===== src/rtl/dcr_pkg.sv =====
package dcr_pkg;

    localparam int DCR_AW   = 8;
    localparam int DCR_DW   = 32;
    localparam int FLAG_W   = 11;
    localparam int RES_W    = 16;
    localparam int ACT_W    = 6;
    localparam int NUM_CONV = 2;
    localparam int BYTE_W   = 8;

    localparam logic [DCR_AW-1:0] OFS_STATUS  = 8'h00;
    localparam logic [DCR_AW-1:0] OFS_CTRL    = 8'h08;
    localparam logic [DCR_AW-1:0] OFS_DATA    = 8'h0C;
    localparam logic [DCR_AW-1:0] OFS_HWCFG   = 8'hF0;
    localparam logic [DCR_AW-1:0] OFS_VERSION = 8'hF4;

    // Activity bit positions within each converter's activity vector
    localparam int ACT_EN     = 0;
    localparam int ACT_CAL    = 1;
    localparam int ACT_RSTART = 2;
    localparam int ACT_JSTART = 3;
    localparam int ACT_STOP   = 4;
    localparam int ACT_DIS    = 5;

    localparam logic [1:0] DMA_MODE_BYTE = 2'd3;

    // Slave flags start at this bit of the status word
    localparam int STAT_SLV_LSB = 16;

    typedef struct packed {
        logic       vbat_en;
        logic       tsen;
        logic       vref_en;
        logic [3:0] presc;
        logic [1:0] clk_mode;
        logic [1:0] dma_mode;
        logic       dma_cfg;
        logic [3:0] delay;
        logic [4:0] dual;
    } ctrl_t;

    typedef enum logic [0:0] {
        ACC_IDLE  = 1'b0,
        ACC_RDATA = 1'b1
    } acc_state_t;

    function automatic logic is_legal_dual(input logic [4:0] v);
        logic ok;
        unique case (v)
            5'd0, 5'd1, 5'd2, 5'd3, 5'd5, 5'd6, 5'd7, 5'd9: ok = 1'b1;
            default:                                        ok = 1'b0;
        endcase
        return ok;
    endfunction

    // Place control fields at their bus bit positions
    function automatic logic [DCR_DW-1:0] ctrl_to_word(input ctrl_t c);
        logic [DCR_DW-1:0] w;
        w        = '0;
        w[4:0]   = c.dual;
        w[11:8]  = c.delay;
        w[13]    = c.dma_cfg;
        w[15:14] = c.dma_mode;
        w[17:16] = c.clk_mode;
        w[21:18] = c.presc;
        w[22]    = c.vref_en;
        w[23]    = c.tsen;
        w[24]    = c.vbat_en;
        return w;
    endfunction

    function automatic ctrl_t word_to_ctrl(input logic [DCR_DW-1:0] w);
        ctrl_t c;
        c.dual     = w[4:0];
        c.delay    = w[11:8];
        c.dma_cfg  = w[13];
        c.dma_mode = w[15:14];
        c.clk_mode = w[17:16];
        c.presc    = w[21:18];
        c.vref_en  = w[22];
        c.tsen     = w[23];
        c.vbat_en  = w[24];
        return c;
    endfunction

endpackage


===== src/rtl/dcr_lock_gen.sv =====
module dcr_lock_gen
    import dcr_pkg::*;
#(
    parameter int N_CONV = NUM_CONV,
    parameter int A_W    = ACT_W
) (
    input  logic [N_CONV-1:0][A_W-1:0] act,
    output logic                       cfg_lock,
    output logic                       dma_lock
);

    logic [N_CONV-1:0] conv_busy;
    logic [N_CONV-1:0] conv_running;

    // Per-converter reduction of its activity bits
    for (genvar gi = 0; gi < N_CONV; gi++) begin : g_conv
        assign conv_busy[gi]    = |act[gi];
        assign conv_running[gi] = act[gi][ACT_RSTART];
    end

    assign cfg_lock = |conv_busy;
    assign dma_lock = |conv_running;

endmodule


===== src/rtl/dcr_ctrl_reg.sv =====
module dcr_ctrl_reg
    import dcr_pkg::*;
#(
    parameter int DW = DCR_DW
) (
    input  logic          clk,
    input  logic          rst_n,
    input  logic          wr_en,
    input  logic [DW-1:0] wdata,
    input  logic          cfg_lock,
    input  logic          dma_lock,
    output ctrl_t         ctrl_q
);

    ctrl_t wr_fields;
    ctrl_t ctrl_d;
    logic  wr_unused_bits;

    assign wr_fields      = word_to_ctrl(wdata);
    assign wr_unused_bits = ^{wdata[DW-1:25], wdata[12], wdata[7:5]};

    always_comb begin
        ctrl_d = ctrl_q;
        if (wr_en) begin
            // sensor enables carry no lock
            ctrl_d.vref_en = wr_fields.vref_en;
            ctrl_d.tsen    = wr_fields.tsen;
            ctrl_d.vbat_en = wr_fields.vbat_en;
            if (!dma_lock) begin
                ctrl_d.dma_cfg  = wr_fields.dma_cfg;
                ctrl_d.dma_mode = wr_fields.dma_mode;
            end
            if (!cfg_lock) begin
                ctrl_d.delay    = wr_fields.delay;
                ctrl_d.clk_mode = wr_fields.clk_mode;
                ctrl_d.presc    = wr_fields.presc;
                if (is_legal_dual(wr_fields.dual)) begin
                    ctrl_d.dual = wr_fields.dual;
                end
            end
        end
    end

    always_ff @(posedge clk or negedge rst_n) begin
        if (!rst_n) begin
            ctrl_q <= '0;
        end else begin
            ctrl_q <= ctrl_d;
        end
    end

endmodule


===== src/rtl/dcr_data_pack.sv =====
module dcr_data_pack
    import dcr_pkg::*;
#(
    parameter int RW = RES_W,
    parameter int DW = DCR_DW
) (
    input  logic [RW-1:0] mst_res,
    input  logic [RW-1:0] slv_res,
    input  logic [1:0]    dma_mode,
    output logic [DW-1:0] packed_word
);

    localparam int PAD_W = DW - 2 * BYTE_W;

    always_comb begin
        if (dma_mode == DMA_MODE_BYTE) begin
            packed_word = {{PAD_W{1'b0}}, slv_res[BYTE_W-1:0], mst_res[BYTE_W-1:0]};
        end else begin
            packed_word = {slv_res, mst_res};
        end
    end

endmodule


===== src/rtl/dcr_bus_fsm.sv =====
module dcr_bus_fsm
    import dcr_pkg::*;
#(
    parameter int AW = DCR_AW,
    parameter int DW = DCR_DW,
    parameter logic [DW-1:0] HWCFG_WORD = '0,
    parameter logic [DW-1:0] VER_WORD   = '0
) (
    input  logic          clk,
    input  logic          rst_n,
    input  logic          sel,
    input  logic          wr,
    input  logic [AW-1:0] addr,
    input  logic [DW-1:0] status_word,
    input  logic [DW-1:0] ctrl_word,
    input  logic [DW-1:0] data_word,
    output logic [DW-1:0] rdata,
    output logic          rvalid,
    output logic          ctrl_wr_en
);

    acc_state_t    state_q;
    acc_state_t    state_d;
    logic          rd_req;
    logic [DW-1:0] rd_mux;
    logic [DW-1:0] rdata_q;

    assign rd_req     = sel && !wr;
    assign ctrl_wr_en = sel && wr && (addr == OFS_CTRL);

    // next state: read-accept / response-done
    always_comb begin
        unique case (state_q)
            ACC_IDLE:  state_d = rd_req ? ACC_RDATA : ACC_IDLE;
            ACC_RDATA: state_d = rd_req ? ACC_RDATA : ACC_IDLE;
            default:   state_d = ACC_IDLE;
        endcase
    end

    always_comb begin
        unique case (addr)
            OFS_STATUS:  rd_mux = status_word;
            OFS_CTRL:    rd_mux = ctrl_word;
            OFS_DATA:    rd_mux = data_word;
            OFS_HWCFG:   rd_mux = HWCFG_WORD;
            OFS_VERSION: rd_mux = VER_WORD;
            default:     rd_mux = '0;
        endcase
    end

    always_ff @(posedge clk or negedge rst_n) begin
        if (!rst_n) begin
            state_q <= ACC_IDLE;
            rdata_q <= '0;
        end else begin
            state_q <= state_d;
            rdata_q <= rd_req ? rd_mux : '0;
        end
    end

    // outputs
    always_comb begin
        unique case (state_q)
            ACC_RDATA: begin
                rvalid = 1'b1;
                rdata  = rdata_q;
            end
            default: begin
                rvalid = 1'b0;
                rdata  = '0;
            end
        endcase
    end

endmodule


===== src/rtl/dcr_common_regs.sv =====
module dcr_common_regs
    import dcr_pkg::*;
#(
    parameter logic [31:0] HWCFG_VALUE   = 32'h0000_1122,
    parameter logic [31:0] VERSION_VALUE = 32'h0000_0053
) (
    input  logic        clk,
    input  logic        rst_n,
    input  logic        bus_sel,
    input  logic        bus_wr,
    input  logic [7:0]  bus_addr,
    input  logic [31:0] bus_wdata,
    output logic [31:0] bus_rdata,
    output logic        bus_rvalid,
    input  logic [10:0] mst_flags,
    input  logic [10:0] slv_flags,
    input  logic [15:0] mst_result,
    input  logic [15:0] slv_result,
    input  logic [5:0]  mst_act,
    input  logic [5:0]  slv_act,
    output logic [31:0] ctrl_word
);

    localparam int STAT_GAP_W = STAT_SLV_LSB - FLAG_W;
    localparam int STAT_TOP_W = DCR_DW - STAT_SLV_LSB - FLAG_W;

    logic [NUM_CONV-1:0][ACT_W-1:0] act_all;
    logic                           cfg_lock;
    logic                           dma_lock;
    logic                           ctrl_wr_en;
    ctrl_t                          ctrl_q;
    logic [DCR_DW-1:0]              status_word;
    logic [DCR_DW-1:0]              data_word;

    assign act_all[0] = mst_act;
    assign act_all[1] = slv_act;

    assign status_word = {{STAT_TOP_W{1'b0}}, slv_flags, {STAT_GAP_W{1'b0}}, mst_flags};
    assign ctrl_word   = ctrl_to_word(ctrl_q);

    dcr_lock_gen #(
        .N_CONV (NUM_CONV),
        .A_W    (ACT_W)
    ) lock_i (
        .act      (act_all),
        .cfg_lock (cfg_lock),
        .dma_lock (dma_lock)
    );

    dcr_ctrl_reg #(
        .DW (DCR_DW)
    ) ctrl_i (
        .clk      (clk),
        .rst_n    (rst_n),
        .wr_en    (ctrl_wr_en),
        .wdata    (bus_wdata),
        .cfg_lock (cfg_lock),
        .dma_lock (dma_lock),
        .ctrl_q   (ctrl_q)
    );

    dcr_data_pack #(
        .RW (RES_W),
        .DW (DCR_DW)
    ) pack_i (
        .mst_res     (mst_result),
        .slv_res     (slv_result),
        .dma_mode    (ctrl_q.dma_mode),
        .packed_word (data_word)
    );

    dcr_bus_fsm #(
        .AW         (DCR_AW),
        .DW         (DCR_DW),
        .HWCFG_WORD (HWCFG_VALUE),
        .VER_WORD   (VERSION_VALUE)
    ) bus_i (
        .clk         (clk),
        .rst_n       (rst_n),
        .sel         (bus_sel),
        .wr          (bus_wr),
        .addr        (bus_addr),
        .status_word (status_word),
        .ctrl_word   (ctrl_word),
        .data_word   (data_word),
        .rdata       (bus_rdata),
        .rvalid      (bus_rvalid),
        .ctrl_wr_en  (ctrl_wr_en)
    );

endmodule


===== config.mk =====
export PLATFORM = sky130hd
export DESIGN_NAME = dcr_common_regs
export DESIGN_NICKNAME = d
export VERILOG_FILES = /design/src/rtl/dcr_pkg.sv /design/src/rtl/dcr_lock_gen.sv /design/src/rtl/dcr_ctrl_reg.sv /design/src/rtl/dcr_data_pack.sv /design/src/rtl/dcr_bus_fsm.sv /design/src/rtl/dcr_common_regs.sv
export SDC_FILE = /design/constraint.sdc
export NUM_CORES = 1
export LEC_CHECK = 0
export ABC_AREA = 1
export BUFFER_PORTS_ARGS = -buffer_cell sky130_fd_sc_hd__clkbuf_2
export CAP_MARGIN = 30
export CORE_MARGIN = 2
export CORE_UTILIZATION = 40
export CTS_CLUSTER_SIZE = 25
export DETAILED_ROUTE_END_ITERATION = 12
export PLACE_DENSITY = 0.78
export SYNTH_ARGS = -nofsm -noshare
export SYNTH_HDL_FRONTEND = slang
export SYNTH_SLANG_ARGS = --single-unit

===== constraint.sdc =====
create_clock -name clk -period 3.1 [get_ports clk]
set_clock_uncertainty 0.15 [all_clocks]
set_input_delay 0.31 -clock clk [delete_from_list [all_inputs] [get_ports clk]]
set_output_delay 0.31 -clock clk [all_outputs]
set_load 0.05 [all_outputs]

==> impl_metrics.toml <==
[outcome]
status = "completed"

[drt]
wl_per_cell_microns = 11.9
drc = 0
avgViaCountPerCell = 4.61
drtPass1Iterations = 4
detailroute.via_count = 3226
drt-total-wl_microns = 8300
drt.antenna.violating_nets = 0
drtIter0Drc = 171

[synth]
syn_area_sq_um = 3090
synth.largest_area_cell = "sky130_fd_sc_hd__dfrtp_1"
yosys.area_share.xor_xnor = 0
top_area_cell_type_share_of_the_netlist_area = 0.438
synth.lib_cells_used.distinct = 25
leading_cell_types_by_count_after_synthesis = "sky130_fd_sc_hd__nand2_1, sky130_fd_sc_hd__inv_1, sky130_fd_sc_hd__dfrtp_1"
async_flop_share = 1.00
post_synthesis_cells = 451
postSynth.topFlopCell = "sky130_fd_sc_hd__dfrtp_1"
synth.area.top_cells = "sky130_fd_sc_hd__dfrtp_1, sky130_fd_sc_hd__nand2_1, sky130_fd_sc_hd__inv_1"
syn_avg_cell_area_sq_um = 6.85
yosysMostFrequentCell = "sky130_fd_sc_hd__nand2_1"
seq_total_area_yosys = 0.438
yosys.area_share.adder = 0
synth_compound_gate_area_share = 0.0462
synth-seq-cells = 54
synth_top_family_by_area = "simple AND/OR/NAND/NOR gates"
synth_edf_count = 0
synth_simple_gate_area_share = 0.374
synth_warnings = 0
synth.mux.area_fraction = 0

[clocking]
number_of_buffers_added_by_the_clock_tree_synthesis_step = 5
clock_tree.htree_level_count = 2
tritoncts = "yes"
cts.sink_count = 54
clockRootBuffer = "sky130_fd_sc_hd__clkbuf_8"
cts.reportedPaths.clkPinSlew_ps = 100
post-cts-setup-buffers = 0
cts.path.max_buffers = 2
number_of_buffers_inserted_for_hold_repair_after_clock_tree_synthesis = 1
clock_insertion_delay_worst_skew_ps = 300
post_cts.resized_instances = 0

[worst_setup_path]
critPathRequiredTime_ps = 2640
timing.critical_path.arrival_ps = 1820
setup.worst_path.start_class = "flop"
criticalPathCategory = "reg -> out"
crit_path_max_fanout = 33
timing.rr.end = "bus_i.rdata_q[26]"
reg2reg_slack_ps = 1280
crit-reg2reg-launch = "ctrl_i.ctrl_q[11]"
rr_worst_depth = 5
endpoint_kind = "output pin"

[sta]
fin_crit_sh = 0.735
relSlewSlack = 0.362
hold_viol_final = 0
postLayoutSetupSlackWorst_ps = 820
maxSlewViolCount = 0
max_freq_ghz = 0.439
grt_setup_unrepaired = "no"
tightest_slew_ps = 958
timing.final.crit_period_ps = 2280
finalSetupViolCount = 0
timing.setup.tns_ps = 0

[power]
power_per_cell_area_nw_per_um2 = 318
power.static_leakage_nw = 2.64
post-layout-total-power_mw = 1.26
vdd.ir_drop.worst_mv = 0.165

[global_routing]
number_of_antenna_violations_at_the_first_check_in_global_routing = 0
grt_remaining_overflow = 0
grt_max_degree = 55
grt.total_usage = 0.200
grt_pass1_vias = 2954
grt_first_pass_wirelength_microns = 13500

[min_path]
hold-path-endpoint = "ctrl_i.ctrl_q[18]"
hold_path.class = "in -> reg"
whs_path_depth = 3
holdCritStartpoint = "bus_wdata[22]"

[placement]
placed_area_sq_um = 3880
detailed_place_hpwl_microns = 6680
globalplace.congestion = 0.966
place_ws_ps = 1010
numPlacedInstances = 692
port_buffers = 152

[cells_and_area]
antennaDiodeCount = 0
synth_to_layout_area_growth_pct = 28.6
final_cell_count_no_fill = 700
drive_above_1_share = 0.294
seq_area_sq_um = 1350
multiInputGateArea_sq_um = 1340
final_net_count = 708
filler_cell_count = 795
finalInstanceArea_sq_um = 3970

[die]
die_area_sq_um = 8440
die_width_microns = 91.9
core_region_area_sq_um = 7610
std_cell_rows = 32
die_h_microns = 91.9
initial_utilization = 0.406
design.portCount = 175

[run]
max-cap-violations = 0
worst max-delay path by stage:
stage                     slack (ps)                end     startpoint  cells after the start
after global routing             640      bus_rdata[26]  bus_i.state_q                      3
final                            820      bus_rdata[12]  bus_i.state_q                      3
after global placement          1080  ctrl_i.ctrl_q[11]    bus_addr[7]                      9
after floorplan                 1280      bus_rdata[10]  bus_i.state_q                      3
after detailed placement        1010  ctrl_i.ctrl_q[11]    bus_addr[7]                      9
after CTS                        790      bus_rdata[16]  bus_i.state_q                      3
layout by cell type (no fill, tap or decap), drive strengths merged:
cell type	n
buf	4
clkbuf	157
dlygate4sd3	1
and2	1
nand4	4
nor2	40
o21ai	19
nor3b	2
and3	1
dfrtp	54
a21oi	8
a21boi	1
clkinvlp	2
nand3	48
nand2	173
nor3	1
conb	11
clkinv	1
inv	70
sequential cells by signal (all words and copies together) (netlist names):
signal / flops
bus_i.rdata_q: 32
ctrl_i.ctrl_q: 21
bus_i.state_q: 1
metrics by stage:
| stage | util | hold slack [ps] |
|---|---|---|
| 5_1_grt | 0.522 | 37.0 |
| 3_5_place_dp | 0.510 | 328 |
| 4_1_cts | 0.522 | 41.2 |
| 6_report | 0.522 | 47.6 |
| 2_1_floorplan | - | -136 |
| 3_3_place_gp | 0.510 | 317 |
report_power, final:
part	internal, mW	switching, mW	leakage [nW]
combinational	0.0608	0.107	1.85
clock	0.155	0.225	0.0362
sequential	0.706	0.00718	0.753
area by class of cell:
cell class | instances | area share
Clock inverter | 2 | 0.00378
Timing Repair Buffer | 157 | 0.202
Inverter | 71 | 0.0671
Multi-Input combinational cell | 309 | 0.338
Sequential cell | 54 | 0.340
Clock buffer | 5 | 0.0173
Tap cell | 102 | 0.0321
layer usage:
| layer | track usage | wire length [microns] |
|---|---|---|
| met1 | 0.274 | 3730 |
| met4 | 0.0435 | 106 |
| met2 | 0.334 | 4020 |
| met5 | 0 | 0 |
| met3 | 0.0329 | 436 |
cells by family (layout without fill, tap and decap cells):
kind of cell,count (synthesis),after routing
simple gates,270,270
buf+inv,98,235
flops,54,54
compound gates,28,28
other cells,1,11
worst max-delay path, cell delays in order, from the launching register on:
cell                       delay (ps)
sky130_fd_sc_hd__dfrtp_1          990
sky130_fd_sc_hd__nand2_1          150
sky130_fd_sc_hd__inv_1            100
sky130_fd_sc_hd__clkbuf_2         270
Note: power is estimated with default switching activity, not from simulation.
